===== src/rtl/led_enc_pkg.sv =====
package led_enc_pkg;

  typedef enum logic [1:0] {
    ST_IDLE,
    ST_DATA,
    ST_STOP
  } enc_state_e;

  typedef enum logic [1:0] {
    DRV_LOW,
    DRV_ALL,
    DRV_BIT
  } drive_e;

  localparam int unsigned CELL_SLICES = 5;

  // slice 0 high, slices 1-2 carry the bit, slices 3-4 low
  function automatic drive_e slice_drive(input logic [2:0] slc);
    if (slc == 3'd0) return DRV_ALL;
    else if (slc == 3'd1 || slc == 3'd2) return DRV_BIT;
    else return DRV_LOW;
  endfunction

endpackage


===== src/rtl/led_slice_timer.sv =====
module led_slice_timer #(
  parameter int unsigned DIV = 50
) (
  input  logic clk,
  input  logic rst,
  output logic tick
);
  localparam int unsigned CW = (DIV > 1) ? $clog2(DIV) : 1;

  logic [CW-1:0] cnt;

  assign tick = (cnt == CW'(DIV - 1));

  always_ff @(posedge clk) begin
    if (rst) cnt <= '0;
    else if (tick) cnt <= '0;
    else cnt <= cnt + 1'b1;
  end
endmodule


===== src/rtl/led_input_stage.sv =====
module led_input_stage #(
  parameter int unsigned W = 64
) (
  input  logic         clk,
  input  logic         rst,
  input  logic         allow,
  input  logic         take,
  input  logic         s_valid,
  input  logic [W-1:0] s_data,
  output logic         s_ready,
  output logic         hold_valid,
  output logic [W-1:0] hold_data
);
  assign s_ready = allow && !hold_valid;

  always_ff @(posedge clk) begin
    if (rst) hold_valid <= 1'b0;
    else if (s_valid && s_ready) hold_valid <= 1'b1;
    else if (take) hold_valid <= 1'b0;
  end

  always_ff @(posedge clk) begin
    if (s_valid && s_ready) hold_data <= s_data;
  end
endmodule


===== src/rtl/led_lane_shifter.sv =====
module led_lane_shifter #(
  parameter int unsigned LANES = 8
) (
  input  logic               clk,
  input  logic               rst,
  input  logic               load,
  input  logic               shift,
  input  logic [LANES*8-1:0] load_data,
  output logic [LANES-1:0]   msb
);
  for (genvar g = 0; g < LANES; g++) begin : g_lane
    logic [7:0] sr;
    always_ff @(posedge clk) begin
      if (rst) sr <= '0;
      else if (load) sr <= load_data[g*8 +: 8];
      else if (shift) sr <= {sr[6:0], 1'b0};
    end
    assign msb[g] = sr[7];
  end
endmodule


===== src/rtl/led_lane_encoder.sv =====
module led_lane_encoder
  import led_enc_pkg::*;
#(
  parameter int unsigned LANES        = 8,
  parameter int unsigned SLICE_DIV    = 50,
  parameter int unsigned FRAME_BYTES  = 1440,
  parameter int unsigned RESET_SLICES = 200
) (
  input  logic               clk,
  input  logic               rst,
  input  logic [LANES-1:0]   lane_en,
  input  logic               s_valid,
  output logic               s_ready,
  input  logic [LANES*8-1:0] s_data,
  output logic [LANES-1:0]   led_out,
  output logic               underrun
);
  localparam int unsigned WW  = LANES * 8;
  localparam int unsigned BCW = $clog2(FRAME_BYTES + 1);
  localparam int unsigned RCW = (RESET_SLICES > 1) ? $clog2(RESET_SLICES) : 1;
  localparam logic [2:0]  LAST_SLC = 3'(CELL_SLICES - 1);

  enc_state_e       state;
  logic [2:0]       slc;
  logic [2:0]       bitn;
  logic [BCW-1:0]   byte_cnt;
  logic [RCW-1:0]   stop_cnt;

  logic             slice_tick;
  logic             hold_valid;
  logic [WW-1:0]    hold_data;
  logic [LANES-1:0] lane_msb;

  logic cell_end, byte_end, frame_done;
  logic allow, take, shift;
  logic [2:0] slc_nx;

  led_slice_timer #(.DIV(SLICE_DIV)) u_timer (
    .clk  (clk),
    .rst  (rst),
    .tick (slice_tick)
  );

  always_comb begin
    cell_end   = (slc == LAST_SLC);
    byte_end   = cell_end && (bitn == 3'd7);
    frame_done = (byte_cnt == BCW'(FRAME_BYTES));
    allow      = (state == ST_IDLE) || (state == ST_DATA && !frame_done);
    take       = slice_tick && hold_valid &&
                 ((state == ST_IDLE) ||
                  (state == ST_DATA && byte_end && !frame_done));
    shift      = slice_tick && (state == ST_DATA) && cell_end && (bitn != 3'd7);
    slc_nx     = slc + 3'd1;
  end

  led_input_stage #(.W(WW)) u_in (
    .clk        (clk),
    .rst        (rst),
    .allow      (allow),
    .take       (take),
    .s_valid    (s_valid),
    .s_data     (s_data),
    .s_ready    (s_ready),
    .hold_valid (hold_valid),
    .hold_data  (hold_data)
  );

  led_lane_shifter #(.LANES(LANES)) u_shift (
    .clk       (clk),
    .rst       (rst),
    .load      (take),
    .shift     (shift),
    .load_data (hold_data),
    .msb       (lane_msb)
  );

  always_ff @(posedge clk) begin
    if (rst) begin
      state    <= ST_IDLE;
      slc      <= '0;
      bitn     <= '0;
      byte_cnt <= '0;
      stop_cnt <= '0;
      led_out  <= '0;
      underrun <= 1'b0;
    end else if (slice_tick) begin
      unique case (state)
        ST_IDLE: begin
          if (hold_valid) begin
            state    <= ST_DATA;
            slc      <= '0;
            bitn     <= '0;
            byte_cnt <= BCW'(1);
            led_out  <= lane_en;
          end else begin
            led_out  <= '0;
          end
        end
        ST_DATA: begin
          if (!cell_end) begin
            slc <= slc_nx;
            unique case (slice_drive(slc_nx))
              DRV_ALL: led_out <= lane_en;
              DRV_BIT: led_out <= lane_en & lane_msb;
              default: led_out <= '0;
            endcase
          end else begin
            slc <= '0;
            if (!byte_end) begin
              bitn    <= bitn + 3'd1;
              led_out <= lane_en;
            end else if (frame_done) begin
              state    <= ST_STOP;
              stop_cnt <= RCW'(RESET_SLICES - 1);
              led_out  <= '0;
            end else if (hold_valid) begin
              bitn     <= '0;
              byte_cnt <= byte_cnt + 1'b1;
              led_out  <= lane_en;
            end else begin
              underrun <= 1'b1;
              state    <= ST_STOP;
              stop_cnt <= RCW'(RESET_SLICES - 1);
              led_out  <= '0;
            end
          end
        end
        ST_STOP: begin
          led_out <= '0;
          if (stop_cnt == '0) state <= ST_IDLE;
          else stop_cnt <= stop_cnt - 1'b1;
        end
        default: begin
          state   <= ST_IDLE;
          led_out <= '0;
        end
      endcase
    end
  end
endmodule


===== config.mk =====
export PLATFORM = sky130hd
export DESIGN_NAME = led_lane_encoder
export DESIGN_NICKNAME = d
export VERILOG_FILES = /design/src/rtl/led_enc_pkg.sv /design/src/rtl/led_slice_timer.sv /design/src/rtl/led_input_stage.sv /design/src/rtl/led_lane_shifter.sv /design/src/rtl/led_lane_encoder.sv
export SDC_FILE = /design/constraint.sdc
export NUM_CORES = 1
export LEC_CHECK = 0
export BUFFER_PORTS_ARGS = -buffer_cell sky130_fd_sc_hd__buf_2
export CAP_MARGIN = 15
export CORE_MARGIN = 2
export CORE_UTILIZATION = 58
export DETAILED_ROUTE_END_ITERATION = 12
export GPL_ROUTABILITY_DRIVEN = 0
export MAX_ROUTING_LAYER = met4
export PLACE_DENSITY_LB_ADDON = 0.12
export SLEW_MARGIN = 10
export SYNTH_ARGS = -nofsm -noshare
export SYNTH_HDL_FRONTEND = slang
export SYNTH_SLANG_ARGS = --single-unit

===== constraint.sdc =====
create_clock -name clk -period 3.9 [get_ports clk]
set_clock_uncertainty 0.15 [all_clocks]
set_input_delay 0.78 -clock clk [delete_from_list [all_inputs] [get_ports clk]]
set_output_delay 0.78 -clock clk [all_outputs]
set_load 0.01 [all_outputs]

==> results of run 1 <==
[worst max-delay path: stages, from the launching register on]
cell,delay (ns)
sky130_fd_sc_hd__dfxtp_1,0.38
sky130_fd_sc_hd__or4b_4,0.59
sky130_fd_sc_hd__nor3_1,0.29
sky130_fd_sc_hd__a211oi_1,0.19
sky130_fd_sc_hd__buf_2,0.19
[cells in the mapped netlist (2+ instances only)]
| master | number | share of area |
|---|---|---|
| sky130_fd_sc_hd__a22oi_1 | 3 | 0.0031 |
| sky130_fd_sc_hd__nand3_1 | 24 | 0.016 |
| sky130_fd_sc_hd__a211oi_1 | 6 | 0.0062 |
| sky130_fd_sc_hd__o21ai_0 | 14 | 0.0096 |
| sky130_fd_sc_hd__and3_1 | 3 | 0.0026 |
| sky130_fd_sc_hd__or4_1 | 5 | 0.0052 |
| sky130_fd_sc_hd__or2_2 | 2 | 0.0017 |
| sky130_fd_sc_hd__buf_2 | 3 | 0.0021 |
| sky130_fd_sc_hd__a221oi_1 | 2 | 0.0024 |
| sky130_fd_sc_hd__nor2_1 | 79 | 0.041 |
| sky130_fd_sc_hd__a2111oi_0 | 2 | 0.0024 |
| sky130_fd_sc_hd__buf_4 | 3 | 0.0031 |
| sky130_fd_sc_hd__edfxtp_1 | 64 | 0.26 |
| sky130_fd_sc_hd__xor2_1 | 2 | 0.0024 |
| sky130_fd_sc_hd__xnor2_1 | 7 | 0.0084 |
| sky130_fd_sc_hd__inv_1 | 11 | 0.0057 |
| sky130_fd_sc_hd__ha_1 | 12 | 0.021 |
| sky130_fd_sc_hd__a32o_1 | 8 | 0.011 |
| sky130_fd_sc_hd__a21o_1 | 2 | 0.0021 |
| sky130_fd_sc_hd__or3_1 | 2 | 0.0017 |
| sky130_fd_sc_hd__dfxtp_1 | 107 | 0.29 |
| sky130_fd_sc_hd__buf_6 | 9 | 0.014 |
| sky130_fd_sc_hd__o21a_1 | 2 | 0.0021 |
| sky130_fd_sc_hd__and2_1 | 2 | 0.0017 |
| sky130_fd_sc_hd__nand2_1 | 130 | 0.067 |
| sky130_fd_sc_hd__a31oi_1 | 2 | 0.0017 |
| sky130_fd_sc_hd__nand4b_1 | 3 | 0.0036 |
| sky130_fd_sc_hd__buf_8 | 3 | 0.0062 |
| sky130_fd_sc_hd__nor2b_1 | 2 | 0.0017 |
| sky130_fd_sc_hd__nor3_1 | 9 | 0.0062 |
| sky130_fd_sc_hd__nor4_1 | 3 | 0.0026 |
| sky130_fd_sc_hd__a311oi_2 | 54 | 0.11 |
| sky130_fd_sc_hd__nand2b_1 | 7 | 0.0060 |
| sky130_fd_sc_hd__a311oi_1 | 3 | 0.0036 |
| sky130_fd_sc_hd__clkbuf_1 | 27 | 0.014 |
| sky130_fd_sc_hd__a21oi_1 | 32 | 0.022 |
| sky130_fd_sc_hd__o31ai_1 | 5 | 0.0052 |
[path summary, 6_finish.rpt]
| path | end | start | slack [ns] | depth (start not counted) |
|---|---|---|---|---|
| setup / recovery | s_ready | byte_cnt[2] | 0.90 | 4 |
| hold / removal | led_out[5] | led_out[5] | 0.32 | 1 |
| setup reg to reg | u_shift.g_lane[4].sr[1] | u_timer.cnt[0] | 1.07 | 7 |
| hold reg to reg | led_out[5] | led_out[5] | 0.32 | 1 |
[per-layer routing]
layer | GRT usage | vias to the layer above | part of all wire
met5 | - | - | 0
met4 | 0.0937 | 0 | 0.017
met3 | 0.0524 | 20 | 0.045
met2 | 0.350 | 134 | 0.47
met1 | 0.290 | 2529 | 0.46
li1 | - | 2579 | -
[area by class of cell]
type                            count  area, um2
Clock buffer                       21        493
Sequential cell                   171       4060
Inverter                           11       41.3
Tap cell                          168        210
Fill cell                         896       3820
Timing Repair Buffer               91        500
Clock inverter                     11        130
Multi-Input combinational cell    446       2900
[placed cells by master, fill, tap and decap left out, types with 11 or more instances in the layout]
master / synthesis / layout
sky130_fd_sc_hd__edfxtp_1: 64 / 64
sky130_fd_sc_hd__inv_1: 11 / 11
sky130_fd_sc_hd__clkbuf_16: 0 / 19
sky130_fd_sc_hd__ha_1: 12 / 12
sky130_fd_sc_hd__dfxtp_1: 107 / 107
sky130_fd_sc_hd__nand3_1: 24 / 24
sky130_fd_sc_hd__buf_2: 3 / 83
sky130_fd_sc_hd__a21oi_1: 32 / 32
sky130_fd_sc_hd__o21ai_0: 14 / 14
sky130_fd_sc_hd__nand2_1: 130 / 130
sky130_fd_sc_hd__nor2_1: 79 / 79
sky130_fd_sc_hd__a311oi_2: 54 / 54
[sequential cells by signal, indices dropped and copies added, names as in the netlist]
register and flops:
u_in.hold_valid 1, state 2, byte_cnt 11, slc 3, u_timer.cnt 6, bitn 3
u_shift.g_lane.sr 64, u_in.hold_data 64, stop_cnt 8, underrun 1, led_out 8
[power by group]
| part | switching (uW) | leakage, uW | internal, uW |
|---|---|---|---|
| registers | 18.0 | 0.00147 | 1910 |
| logic | 66.4 | 0.00107 | 38.6 |
| clock network | 689 | 0.000300 | 1040 |
[per-stage QoR]
step	hold slack [ns]	setup slack, ns	std cells	cell area (um2)	utilization
global placement	0.292	1.12	887	7720	0.635
finish	0.316	0.902	919	8340	0.686
global route	0.338	0.763	919	8340	0.686
detailed placement	0.304	1.07	887	7720	0.635
CTS	0.318	0.874	919	8340	0.686
floorplan	0.278	0.338	674	7290	-
[cells by family after synthesis]
| logic type | share of synthesized area |
|---|---|
| simple gates | 0.167 |
| flops | 0.558 |
| compound gates | 0.198 |
| buf+inv | 0.0453 |
| fa+ha+maj | 0.0206 |
| xor+xnor | 0.0108 |
| mux | 0.00137 |
==> flow_summary.html, run 1 <==
<table>
<tr><th>Metric</th><th>Value</th></tr>
<tr><th colspan="2">Outcome</th></tr>
<tr><td>Status</td><td>finished, final reports clean</td></tr>
<tr><th colspan="2">Floorplan</th></tr>
<tr><td>Std-Cell Rows</td><td>40</td></tr>
<tr><td>DIE WIDTH</td><td>116 um</td></tr>
<tr><td>Initial standard-cell utilization of the core</td><td>0.599</td></tr>
<tr><td>Die area</td><td>13,500 um2</td></tr>
<tr><td>Ports placed on the boundary</td><td>85</td></tr>
<tr><td>Height of the die</td><td>116 um</td></tr>
<tr><td>Core area</td><td>12,200 um2</td></tr>
<tr><th colspan="2">CTS</th></tr>
<tr><td>H-tree depth</td><td>4</td></tr>
<tr><td>CTS-repair resized insts</td><td>0</td></tr>
<tr><td>Number of hold buffers added after CTS</td><td>0</td></tr>
<tr><td>Clock tree buffer depth</td><td>2</td></tr>
<tr><td>Clock Tree Root</td><td>sky130_fd_sc_hd__clkbuf_16</td></tr>
<tr><td># Post-CTS Setup Buffers</td><td>0</td></tr>
<tr><td>Clock Latency Late Sink</td><td>0.43 ns</td></tr>
<tr><td>Number of buffers inserted during clock tree synthesis</td><td>17</td></tr>
<tr><td>CTS tree</td><td>done</td></tr>
<tr><td>TritonCTS Sinks</td><td>171</td></tr>
<tr><td>Reg clk slew, reported paths</td><td>0.07 ns</td></tr>
<tr><th colspan="2">Synthesis</th></tr>
<tr><td>Sequential share of the synthesized area</td><td>0.558</td></tr>
<tr><td>Number of enable flip-flop cells after synthesis</td><td>64</td></tr>
<tr><td>Number of warnings reported in the yosys synthesis log</td><td>0</td></tr>
<tr><td>Register bit count reported by yosys</td><td>171</td></tr>
<tr><td>Netlist cell types</td><td>57</td></tr>
<tr><td>Average size of a mapped cell</td><td>10.8 um2</td></tr>
<tr><td>Synthesized cell area</td><td>around 7300 um2</td></tr>
<tr><td>Share of synthesized flip-flops with an asynchronous set or reset</td><td>0</td></tr>
<tr><td>Number of nets in the synthesized netlist</td><td>761</td></tr>
<tr><td>Most frequently used flop master after synthesis</td><td>sky130_fd_sc_hd__dfxtp_1</td></tr>
<tr><td>Instance count of the mapped netlist</td><td>674</td></tr>
<tr><th colspan="2">Placed design</th></tr>
<tr><td>DP HPWL</td><td>8770 um</td></tr>
<tr><td>Port-buffer cells</td><td>84</td></tr>
<tr><th colspan="2">Critical path</th></tr>
<tr><td>Type of destination of the critical path</td><td>output pin</td></tr>
<tr><td>Worst Path Class, Setup</td><td>flop to output pin</td></tr>
<tr><td>Nature of the critical path startpoint</td><td>flop</td></tr>
<tr><td>Largest fanout of any net on the critical path</td><td>7</td></tr>
<tr><td>Required time reported for the critical path endpoint</td><td>2.97 ns</td></tr>
<tr><td>Critical Path AT</td><td>2.07 ns</td></tr>
<tr><th colspan="2">Global routing</th></tr>
<tr><td>Number of antenna violations at the first check in global routing</td><td>0</td></tr>
<tr><td>Largest net degree at the start of global routing</td><td>65</td></tr>
<tr><td>All-Layer GR Usage</td><td>0.227</td></tr>
<tr><td>Overflow left after global routing</td><td>0</td></tr>
<tr><td>Vias in the first global route</td><td>4,940</td></tr>
<tr><td>First-pass GRT wire length</td><td>23,000 um</td></tr>
<tr><th colspan="2">Detailed routing</th></tr>
<tr><td>Final antenna-violating net count</td><td>0</td></tr>
<tr><td>Initial DRT Pass Iterations</td><td>5</td></tr>
<tr><td>Via total after detailed routing</td><td>5,262</td></tr>
<tr><td>Via count normalized by instance count</td><td>5.73</td></tr>
<tr><td>1st-iter DRT viols</td><td>approximately 380</td></tr>
<tr><td>Remaining DRCs</td><td>0</td></tr>
<tr><td>Routed len/inst</td><td>approximately 15 um</td></tr>
<tr><td>Routed WL</td><td>about 14,000 um</td></tr>
<tr><th colspan="2">Finish</th></tr>
<tr><td>Final #Nets</td><td>between 800 and 900</td></tr>
<tr><td>Area Growth Syn to Fin</td><td>14.4%</td></tr>
<tr><td>Number of antenna cells inserted</td><td>0</td></tr>
<tr><td>Share of final-layout standard cells stronger than drive strength 1</td><td>0.249</td></tr>
<tr><th colspan="2">Power and ir drop</th></tr>
<tr><td>Leakage power summed over all cells</td><td>0.00284 uW</td></tr>
<tr><td>Pwr Total</td><td>between 3000 and 4000 uW</td></tr>
<tr><td>IR drop worst, VDD</td><td>roughly 0.00035 V</td></tr>
<tr><td>Total power density per cell area</td><td>451 nW/um2</td></tr>
<tr><th colspan="2">Timing</th></tr>
<tr><td>Slew @ Worst Pin</td><td>1.03 ns</td></tr>
<tr><td>Worst slew margin relative to its limit</td><td>0.314</td></tr>
<tr><td>Ratio of final minimum period to clock period</td><td>0.769</td></tr>
<tr><td>Final slew viol count</td><td>0</td></tr>
<tr><td>Maximum achievable frequency</td><td>334 MHz</td></tr>
<tr><td>Minimum period implied by the final worst setup slack</td><td>between 2 and 3 ns</td></tr>
<tr><td>Final setup violation count</td><td>0</td></tr>
<tr><td>Fin. Hold Viols</td><td>0</td></tr>
<tr><td>Unrepaired setup endpoints after global routing</td><td>false</td></tr>
<tr><td>Final sum of negative setup slack</td><td>0 ns</td></tr>
<tr><th colspan="2">Min path</th></tr>
<tr><td>Min-Delay Path Class</td><td>flop to flop</td></tr>
<tr><th colspan="2">Job</th></tr>
<tr><td>Max_cap viols</td><td>0</td></tr>
</table>
(Power assumes the default switching activity.)
==> run 2, diff against run 1 <==
==> constraint.sdc (replaced) <==
create_clock -name clk -period 2.8 [get_ports clk]
set_clock_uncertainty 0.15 [all_clocks]
set_input_delay 0.56 -clock clk [delete_from_list [all_inputs] [get_ports clk]]
set_output_delay 0.56 -clock clk [all_outputs]
set_load 0.01 [all_outputs]
==> flow_summary.html, run 2 (same netlist as run 1, synthesis figures left out) <==
<table>
<tr><th>Metric</th><th>Value</th></tr>
<tr><th colspan="2">Critical path</th></tr>
<tr><td>Largest fanout of any net on the critical path</td><td>5 (-2)</td></tr>
<tr><td>Reg-to-reg startpoint</td><td>byte_cnt[2]</td></tr>
<tr><td>Worst-case register-to-register setup slack</td><td>0.22 ns (-0.85 ns)</td></tr>
<tr><td>Worst Path Class, Setup</td><td>flop to output pin</td></tr>
<tr><td>Crit path buf inv count</td><td>2 (+1)</td></tr>
<tr><td>End of the worst register-to-register path</td><td>u_shift.g_lane[5].sr[1]</td></tr>
<tr><td>Critical path's slowest cell</td><td>sky130_fd_sc_hd__dfxtp_1</td></tr>
<tr><td>Top cell family by delay on the critical path</td><td>flip-flops</td></tr>
<tr><td>Type of destination of the critical path</td><td>output pin</td></tr>
<tr><td>Critical Path AT</td><td>1.98 ns (-0.09 ns)</td></tr>
<tr><td>Series of cell instances along the critical path</td><td>inv_1 -&gt; ha_1 -&gt; nand4b_1 -&gt; nor3_2 -&gt; a211oi_2 -&gt; buf_2</td></tr>
<tr><td>FF-to-FF path depth</td><td>6 (-1)</td></tr>
<tr><td>CP max stage delay</td><td>0.40 ns (-0.19 ns)</td></tr>
<tr><td>Nature of the critical path startpoint</td><td>flop</td></tr>
<tr><td>Required time reported for the critical path endpoint</td><td>2.09 ns (-0.88 ns)</td></tr>
<tr><th colspan="2">Finish</th></tr>
<tr><td>Largest registers</td><td>u_in.hold_data (64), u_shift.g_lane.sr (64), byte_cnt (11)</td></tr>
<tr><td>Number of antenna cells inserted</td><td>0 (unchanged)</td></tr>
<tr><td>Final #Nets</td><td>830 (+0.61%)</td></tr>
<tr><td>Most common cell after layout, fill and taps aside</td><td>sky130_fd_sc_hd__nand2_1</td></tr>
<tr><td>Area Growth Syn to Fin</td><td>14.4% (about the same)</td></tr>
<tr><td>Share of final-layout standard cells stronger than drive strength 1</td><td>0.257 (+0.00761)</td></tr>
<tr><td>Most used cells in the layout excluding fill and tap cells</td><td>sky130_fd_sc_hd__nand2_1 (130), sky130_fd_sc_hd__dfxtp_1 (107), sky130_fd_sc_hd__buf_2 (83), sky130_fd_sc_hd__nor2_1 (79), sky130_fd_sc_hd__edfxtp_1 (64)</td></tr>
<tr><th colspan="2">CTS</th></tr>
<tr><td>Reg clk slew, reported paths</td><td>0.07 ns (about the same)</td></tr>
<tr><td>Clock tree buffer depth</td><td>2 (unchanged)</td></tr>
<tr><td>Clock Latency Late Sink</td><td>0.43 ns (about the same)</td></tr>
<tr><td>Number of hold buffers added after CTS</td><td>0 (unchanged)</td></tr>
<tr><td>CTS tree</td><td>done</td></tr>
<tr><td>Clock Tree Root</td><td>sky130_fd_sc_hd__clkbuf_16</td></tr>
<tr><td>Number of buffers inserted during clock tree synthesis</td><td>17 (unchanged)</td></tr>
<tr><td>H-tree depth</td><td>4 (unchanged)</td></tr>
<tr><td>TritonCTS Sinks</td><td>171 (unchanged)</td></tr>
<tr><th colspan="2">Floorplan</th></tr>
<tr><td>DIE WIDTH</td><td>116 um (unchanged)</td></tr>
<tr><td>Core area</td><td>12,200 um2 (unchanged)</td></tr>
<tr><td>Std-Cell Rows</td><td>40 (unchanged)</td></tr>
<tr><td>Height of the die</td><td>116 um (unchanged)</td></tr>
<tr><td>Die area</td><td>13,500 um2 (unchanged)</td></tr>
<tr><td>Ports placed on the boundary</td><td>85 (unchanged)</td></tr>
<tr><td>Initial standard-cell utilization of the core</td><td>0.599 (unchanged)</td></tr>
<tr><th colspan="2">Placed design</th></tr>
<tr><td>Port-buffer cells</td><td>84 (unchanged)</td></tr>
<tr><td>DP HPWL</td><td>9420 um (+7.4%)</td></tr>
<tr><th colspan="2">Detailed routing</th></tr>
<tr><td>Initial DRT Pass Iterations</td><td>5 (unchanged)</td></tr>
<tr><td>Via count normalized by instance count</td><td>5.69 (-0.65%)</td></tr>
<tr><td>Remaining DRCs</td><td>0 (unchanged)</td></tr>
<tr><td>1st-iter DRT viols</td><td>362 (-5.2%)</td></tr>
<tr><td>Routed len/inst</td><td>15.6 um (+2.6%)</td></tr>
<tr><td>Final antenna-violating net count</td><td>0 (unchanged)</td></tr>
<tr><td>Routed WL</td><td>14,400 um (+3.2%)</td></tr>
<tr><td>Via total after detailed routing</td><td>5,256 (-0.11%)</td></tr>
<tr><th colspan="2">Timing</th></tr>
<tr><td>Final sum of negative setup slack</td><td>0 ns (unchanged)</td></tr>
<tr><td>Maximum achievable frequency</td><td>approximately 370 MHz</td></tr>
<tr><td>Final setup violation count</td><td>0 (unchanged)</td></tr>
<tr><td>Worst slew margin relative to its limit</td><td>0.327 (+0.0126)</td></tr>
<tr><td>Minimum period implied by the final worst setup slack</td><td>2.69 ns</td></tr>
<tr><td>Unrepaired setup endpoints after global routing</td><td>false</td></tr>
<tr><td>Ratio of final minimum period to clock period</td><td>0.959</td></tr>
<tr><td>Worst hold margin</td><td>0.152 ns (-0.164 ns)</td></tr>
<tr><td>Slew @ Worst Pin</td><td>1.01 ns (-0.0189 ns)</td></tr>
<tr><td>Final slew viol count</td><td>0 (unchanged)</td></tr>
<tr><td>Fin. Hold Viols</td><td>0 (unchanged)</td></tr>
<tr><th colspan="2">Power and ir drop</th></tr>
<tr><td>Leakage power summed over all cells</td><td>0.00285 uW (about the same)</td></tr>
<tr><td>IR drop worst, VDD</td><td>0.000503 V (+43%)</td></tr>
<tr><td>Total power density per cell area</td><td>593 nW/um2 (+31%)</td></tr>
<tr><th colspan="2">Global routing</th></tr>
<tr><td>Met3 track utilization from global routing</td><td>0.0540 (+0.00156)</td></tr>
<tr><td>Number of antenna violations at the first check in global routing</td><td>0 (unchanged)</td></tr>
<tr><td>Routing layer with the top usage in global route</td><td>met2</td></tr>
<tr><td>GR Layer Usage met2</td><td>0.353 (+0.00273)</td></tr>
<tr><td>First-pass GRT wire length</td><td>23,800 um (+3.6%)</td></tr>
<tr><td>All-Layer GR Usage</td><td>0.232 (+0.00577)</td></tr>
<tr><td>Largest net degree at the start of global routing</td><td>57 (-12%)</td></tr>
<tr><td>Vias in the first global route</td><td>5,047 (+2.2%)</td></tr>
<tr><td>Overflow left after global routing</td><td>0 (unchanged)</td></tr>
<tr><td>Met1 track demand over resource</td><td>0.308 (+0.0180)</td></tr>
<tr><th colspan="2">Min path</th></tr>
<tr><td>Hold Path Cell Cnt</td><td>1 (unchanged)</td></tr>
<tr><td>Min-Delay Path Class</td><td>input pin to flop</td></tr>
<tr><td>Hold path startpoint</td><td>s_data[4]</td></tr>
<tr><td>End point of the worst hold path</td><td>u_in.hold_data[4]</td></tr>
<tr><th colspan="2">Outcome</th></tr>
<tr><td>Status</td><td>finished, final reports clean</td></tr>
<tr><th colspan="2">Job</th></tr>
<tr><td>Max_cap viols</td><td>0 (unchanged)</td></tr>
</table>
[run 2: cell types whose count changed in the layout (fill, tap and decap cells not counted), sizes merged]
cell	previous run	this run
bufinv	2	0
clkbuf	21	20
clkinvlp	2	3
clkinv	4	8
inv	14	12
buf	91	96
[run 2: cell type report]
class	instances	area (um2)
sequential	171	4060
fill	937	3830
multi-input combinational	446	2910
timing repair buffer	96	576
clock buffer	20	457
tap	168	210
clock inverter	12	73.8
inverter	11	41.3
[run 2: per-stage QoR]
| stage | total power (uW) | instance area [um2] | cells | setup WS [ns] | utilization |
|---|---|---|---|---|---|
| final | 4940 | 8330 | 924 | 0.115 | 0.685 |
| after global routing | 5110 | 8330 | 924 | 0.0239 | 0.685 |
| after CTS | 4990 | 8330 | 924 | 0.108 | 0.685 |
| after detailed placement | 2890 | 7790 | 892 | 0.121 | 0.641 |
| after global placement | 2880 | 7790 | 892 | 0.195 | 0.641 |
| after floorplan | 2800 | 7290 | 674 | 0.222 | - |
[run 2: repair_timing]
action                     in CTS  in global routing
buffers inserted                0                  0
setup endpoints to repair       1                  0
gates resized for setup         2                  0
[run 2: how the worst max path moves through the flow]
stage	start	to	slack [ns]	depth (start not counted)
floorplan	byte_cnt[0]	u_in.hold_data[0]	0.22	6
global placement	byte_cnt[0]	u_in.hold_data[26]	0.20	7
detailed placement	byte_cnt[0]	u_in.hold_data[26]	0.12	7
CTS	byte_cnt[0]	s_ready	0.11	6
global route	byte_cnt[0]	s_ready	0.02	6
finish	byte_cnt[0]	s_ready	0.11	6
[run 2: power by group]
part	switching [uW]	leakage (uW)	internal, uW
Clock	937	0.000259	1170
Sequential	25.1	0.00147	2660
Combinational	93.6	0.00111	61.3
[run 2: routing by layer]
metal  part of all wire  vias up  wire (um)
met2               0.46      126       6700
met5                  0        -          0
li1                   -     2592          -
met1               0.47     2516       6830
met3              0.046       22        658
met4              0.015        0        222
==> run 3, diff against run 2 <==
--- a/config.mk
+++ b/config.mk
@@ -5,7 +5,7 @@
 export SDC_FILE = /design/constraint.sdc
 export NUM_CORES = 1
 export LEC_CHECK = 0
-export BUFFER_PORTS_ARGS = -buffer_cell sky130_fd_sc_hd__buf_2
+export BUFFER_PORTS_ARGS = -buffer_cell sky130_fd_sc_hd__buf_4
 export CAP_MARGIN = 15
 export CORE_MARGIN = 2
 export CORE_UTILIZATION = 58
==> flow_summary.html, run 3 (same netlist as run 1, synthesis figures left out) <==
<table>
<tr><th>Metric</th><th>Value</th></tr>
<tr><th colspan="2">Finish</th></tr>
<tr><td>Count of non-filler cells in the finished layout</td><td>927 (+0.32%)</td></tr>
<tr><td>Final #Nets</td><td>833 (+0.36%)</td></tr>
<tr><td>Largest registers</td><td>u_in.hold_data (64), u_shift.g_lane.sr (64), byte_cnt (11)</td></tr>
<tr><td>Most common cell after layout, fill and taps aside</td><td>sky130_fd_sc_hd__nand2_1</td></tr>
<tr><td>Share of final-layout standard cells stronger than drive strength 1</td><td>0.254 (-0.00233)</td></tr>
<tr><td>Most used cells in the layout excluding fill and tap cells</td><td>sky130_fd_sc_hd__nand2_1 (130), sky130_fd_sc_hd__dfxtp_1 (107), sky130_fd_sc_hd__buf_4 (92), sky130_fd_sc_hd__nor2_1 (79), sky130_fd_sc_hd__edfxtp_1 (64)</td></tr>
<tr><td>Area Growth Syn to Fin</td><td>18.5%</td></tr>
<tr><td>FILL cells</td><td>877 (-6.4%)</td></tr>
<tr><td>Number of antenna cells inserted</td><td>0 (unchanged)</td></tr>
<tr><th colspan="2">Critical path</th></tr>
<tr><td>Largest fanout of any net on the critical path</td><td>7 (+2)</td></tr>
<tr><td>Critical Path AT</td><td>1.96 ns (-0.02 ns)</td></tr>
<tr><td>Worst Path Class, Setup</td><td>flop to output pin</td></tr>
<tr><td>Required time reported for the critical path endpoint</td><td>2.09 ns (about the same)</td></tr>
<tr><td>Type of destination of the critical path</td><td>output pin</td></tr>
<tr><td>Nature of the critical path startpoint</td><td>flop</td></tr>
<tr><th colspan="2">Detailed routing</th></tr>
<tr><td>Routed WL</td><td>14,400 um (about the same)</td></tr>
<tr><td>Via total after detailed routing</td><td>5,230 (-0.49%)</td></tr>
<tr><td>Final antenna-violating net count</td><td>0 (unchanged)</td></tr>
<tr><td>Initial DRT Pass Iterations</td><td>5 (unchanged)</td></tr>
<tr><td>Via count normalized by instance count</td><td>5.64 (-0.82%)</td></tr>
<tr><td>1st-iter DRT viols</td><td>387 (+6.9%)</td></tr>
<tr><td>Remaining DRCs</td><td>0 (unchanged)</td></tr>
<tr><td>Routed len/inst</td><td>15.5 um (-0.34%)</td></tr>
<tr><th colspan="2">Floorplan</th></tr>
<tr><td>Core area</td><td>12,200 um2 (unchanged)</td></tr>
<tr><td>Std-Cell Rows</td><td>40 (unchanged)</td></tr>
<tr><td>DIE WIDTH</td><td>116 um (unchanged)</td></tr>
<tr><td>Die area</td><td>13,500 um2 (unchanged)</td></tr>
<tr><td>Initial standard-cell utilization of the core</td><td>0.599 (unchanged)</td></tr>
<tr><td>Ports placed on the boundary</td><td>85 (unchanged)</td></tr>
<tr><td>Height of the die</td><td>116 um (unchanged)</td></tr>
<tr><th colspan="2">CTS</th></tr>
<tr><td>Clock Latency Late Sink</td><td>0.43 ns (about the same)</td></tr>
<tr><td>CTS tree</td><td>done</td></tr>
<tr><td>TritonCTS Sinks</td><td>171 (unchanged)</td></tr>
<tr><td>H-tree depth</td><td>4 (unchanged)</td></tr>
<tr><td>Clock Tree Root</td><td>sky130_fd_sc_hd__clkbuf_16</td></tr>
<tr><td>Clock tree buffer depth</td><td>2 (unchanged)</td></tr>
<tr><td># Post-CTS Setup Buffers</td><td>0 (unchanged)</td></tr>
<tr><td>Reg clk slew, reported paths</td><td>0.06 ns (about the same)</td></tr>
<tr><td>Number of buffers inserted during clock tree synthesis</td><td>17 (unchanged)</td></tr>
<tr><th colspan="2">Timing</th></tr>
<tr><td>Final slew viol count</td><td>0 (unchanged)</td></tr>
<tr><td>Slew @ Worst Pin</td><td>0.952 ns (-0.0586 ns)</td></tr>
<tr><td>Fin. Hold Viols</td><td>0 (unchanged)</td></tr>
<tr><td>Final sum of negative setup slack</td><td>0 ns (unchanged)</td></tr>
<tr><td>Ratio of final minimum period to clock period</td><td>0.955 (-0.00395)</td></tr>
<tr><td>Final setup violation count</td><td>0 (unchanged)</td></tr>
<tr><td>Minimum period implied by the final worst setup slack</td><td>2.67 ns (-0.0110 ns)</td></tr>
<tr><td>Worst-case setup margin in the final layout</td><td>0.126 ns (+0.0110 ns)</td></tr>
<tr><td>Unrepaired setup endpoints after global routing</td><td>false</td></tr>
<tr><td>Maximum achievable frequency</td><td>374 MHz (+0.41%)</td></tr>
<tr><td>Worst slew margin relative to its limit</td><td>0.366 (+0.0391)</td></tr>
<tr><th colspan="2">Global routing</th></tr>
<tr><td>All-Layer GR Usage</td><td>0.231 (-0.00105)</td></tr>
<tr><td>First-pass GRT wire length</td><td>23,700 um (-0.66%)</td></tr>
<tr><td>Number of antenna violations at the first check in global routing</td><td>0 (unchanged)</td></tr>
<tr><td>Overflow left after global routing</td><td>0 (unchanged)</td></tr>
<tr><td>Vias in the first global route</td><td>5,048 (+0.020%)</td></tr>
<tr><td>Largest net degree at the start of global routing</td><td>68 (+19%)</td></tr>
<tr><th colspan="2">Outcome</th></tr>
<tr><td>Status</td><td>finished, final reports clean</td></tr>
<tr><th colspan="2">Placed design</th></tr>
<tr><td>DP Cell Count</td><td>895 (+0.34%)</td></tr>
<tr><td>Port-buffer cells</td><td>84 (unchanged)</td></tr>
<tr><td>DP HPWL</td><td>9390 um (-0.26%)</td></tr>
<tr><td>Pre-CTS worst setup slack</td><td>0.224 ns (+0.104 ns)</td></tr>
<tr><th colspan="2">Power and ir drop</th></tr>
<tr><td>Total power density per cell area</td><td>600 nW/um2 (+1.1%)</td></tr>
<tr><td>IR drop worst, VDD</td><td>0.000604 V (+20%)</td></tr>
<tr><td>Leakage power summed over all cells</td><td>0.00295 uW (+3.7%)</td></tr>
<tr><th colspan="2">Job</th></tr>
<tr><td>Max_cap viols</td><td>0 (unchanged)</td></tr>
<tr><th colspan="2">Min path</th></tr>
<tr><td>Min-Delay Path Class</td><td>input pin to flop</td></tr>
</table>
-- run 3: changes by cell type in the layout (fill, tap and decap cells not counted), sizes merged --
cell,delta
clkinv,-2
clkbuf,-1
buf,+3
clkinvlp,-1
bufinv,+3
inv,+1
-- run 3: final cells by class --
class | instances | area, um2 | area share
timing repair buffer | 99 | 831 | 0.0962
clock inverter | 13 | 148 | 0.0171
clock buffer | 19 | 433 | 0.0501
multi-input combinational | 446 | 2910 | 0.337
inverter | 11 | 41.3 | 0.00478
sequential | 171 | 4060 | 0.470
tap | 168 | 210 | 0.0243
-- run 3: worst paths after layout --
| check | end | from | cells past startpoint | slack, ns |
|---|---|---|---|---|
| min | u_in.hold_data[36] | s_data[36] | 1 | 0.16 |
| min reg2reg | led_out[0] | led_out[0] | 1 | 0.32 |
| max | s_ready | byte_cnt[2] | 4 | 0.13 |
| max reg2reg | u_shift.g_lane[4].sr[6] | byte_cnt[2] | 6 | 0.26 |
-- run 3: what timing repair did --
item	4_1_cts	5_1_grt
hold buffers	0	0
gates resized for setup	2	0
setup endpoints to repair	1	0
-- run 3: report_power, final --
group / switching, uW / internal [uW]
Clock: 924 / 1390
Combinational: 92.1 / 89.9
Sequential: 26.2 / 2660
-- run 3: critical path, cell delays in order, from the launching register on --
cell and delay [ns]:
sky130_fd_sc_hd__dfxtp_1 0.38, sky130_fd_sc_hd__or4b_4 0.60, sky130_fd_sc_hd__nor3_2 0.24, sky130_fd_sc_hd__a211oi_2 0.15
sky130_fd_sc_hd__buf_4 0.17
-- run 3: stage by stage --
| step | hold WS (ns) | instance area (um2) | power [uW] | utilization |
|---|---|---|---|---|
| after floorplan | 0.278 | 7290 | 2800 | - |
| after global placement | 0.297 | 8050 | 2910 | 0.662 |
| after detailed placement | 0.305 | 8050 | 2920 | 0.662 |
| after CTS | 0.146 | 8640 | 5210 | 0.710 |
| after global routing | 0.141 | 8640 | 5340 | 0.710 |
| final | 0.158 | 8640 | 5180 | 0.710 |
-- run 3: metal layers --
| layer | track usage | vias to the layer above | share of wire |
|---|---|---|---|
| li1 | - | 2598 | - |
| met1 | 0.301 | 2495 | 0.46 |
| met2 | 0.359 | 123 | 0.48 |
| met3 | 0.0592 | 14 | 0.046 |
| met4 | 0.0722 | 0 | 0.011 |
| met5 | - | - | 0 |
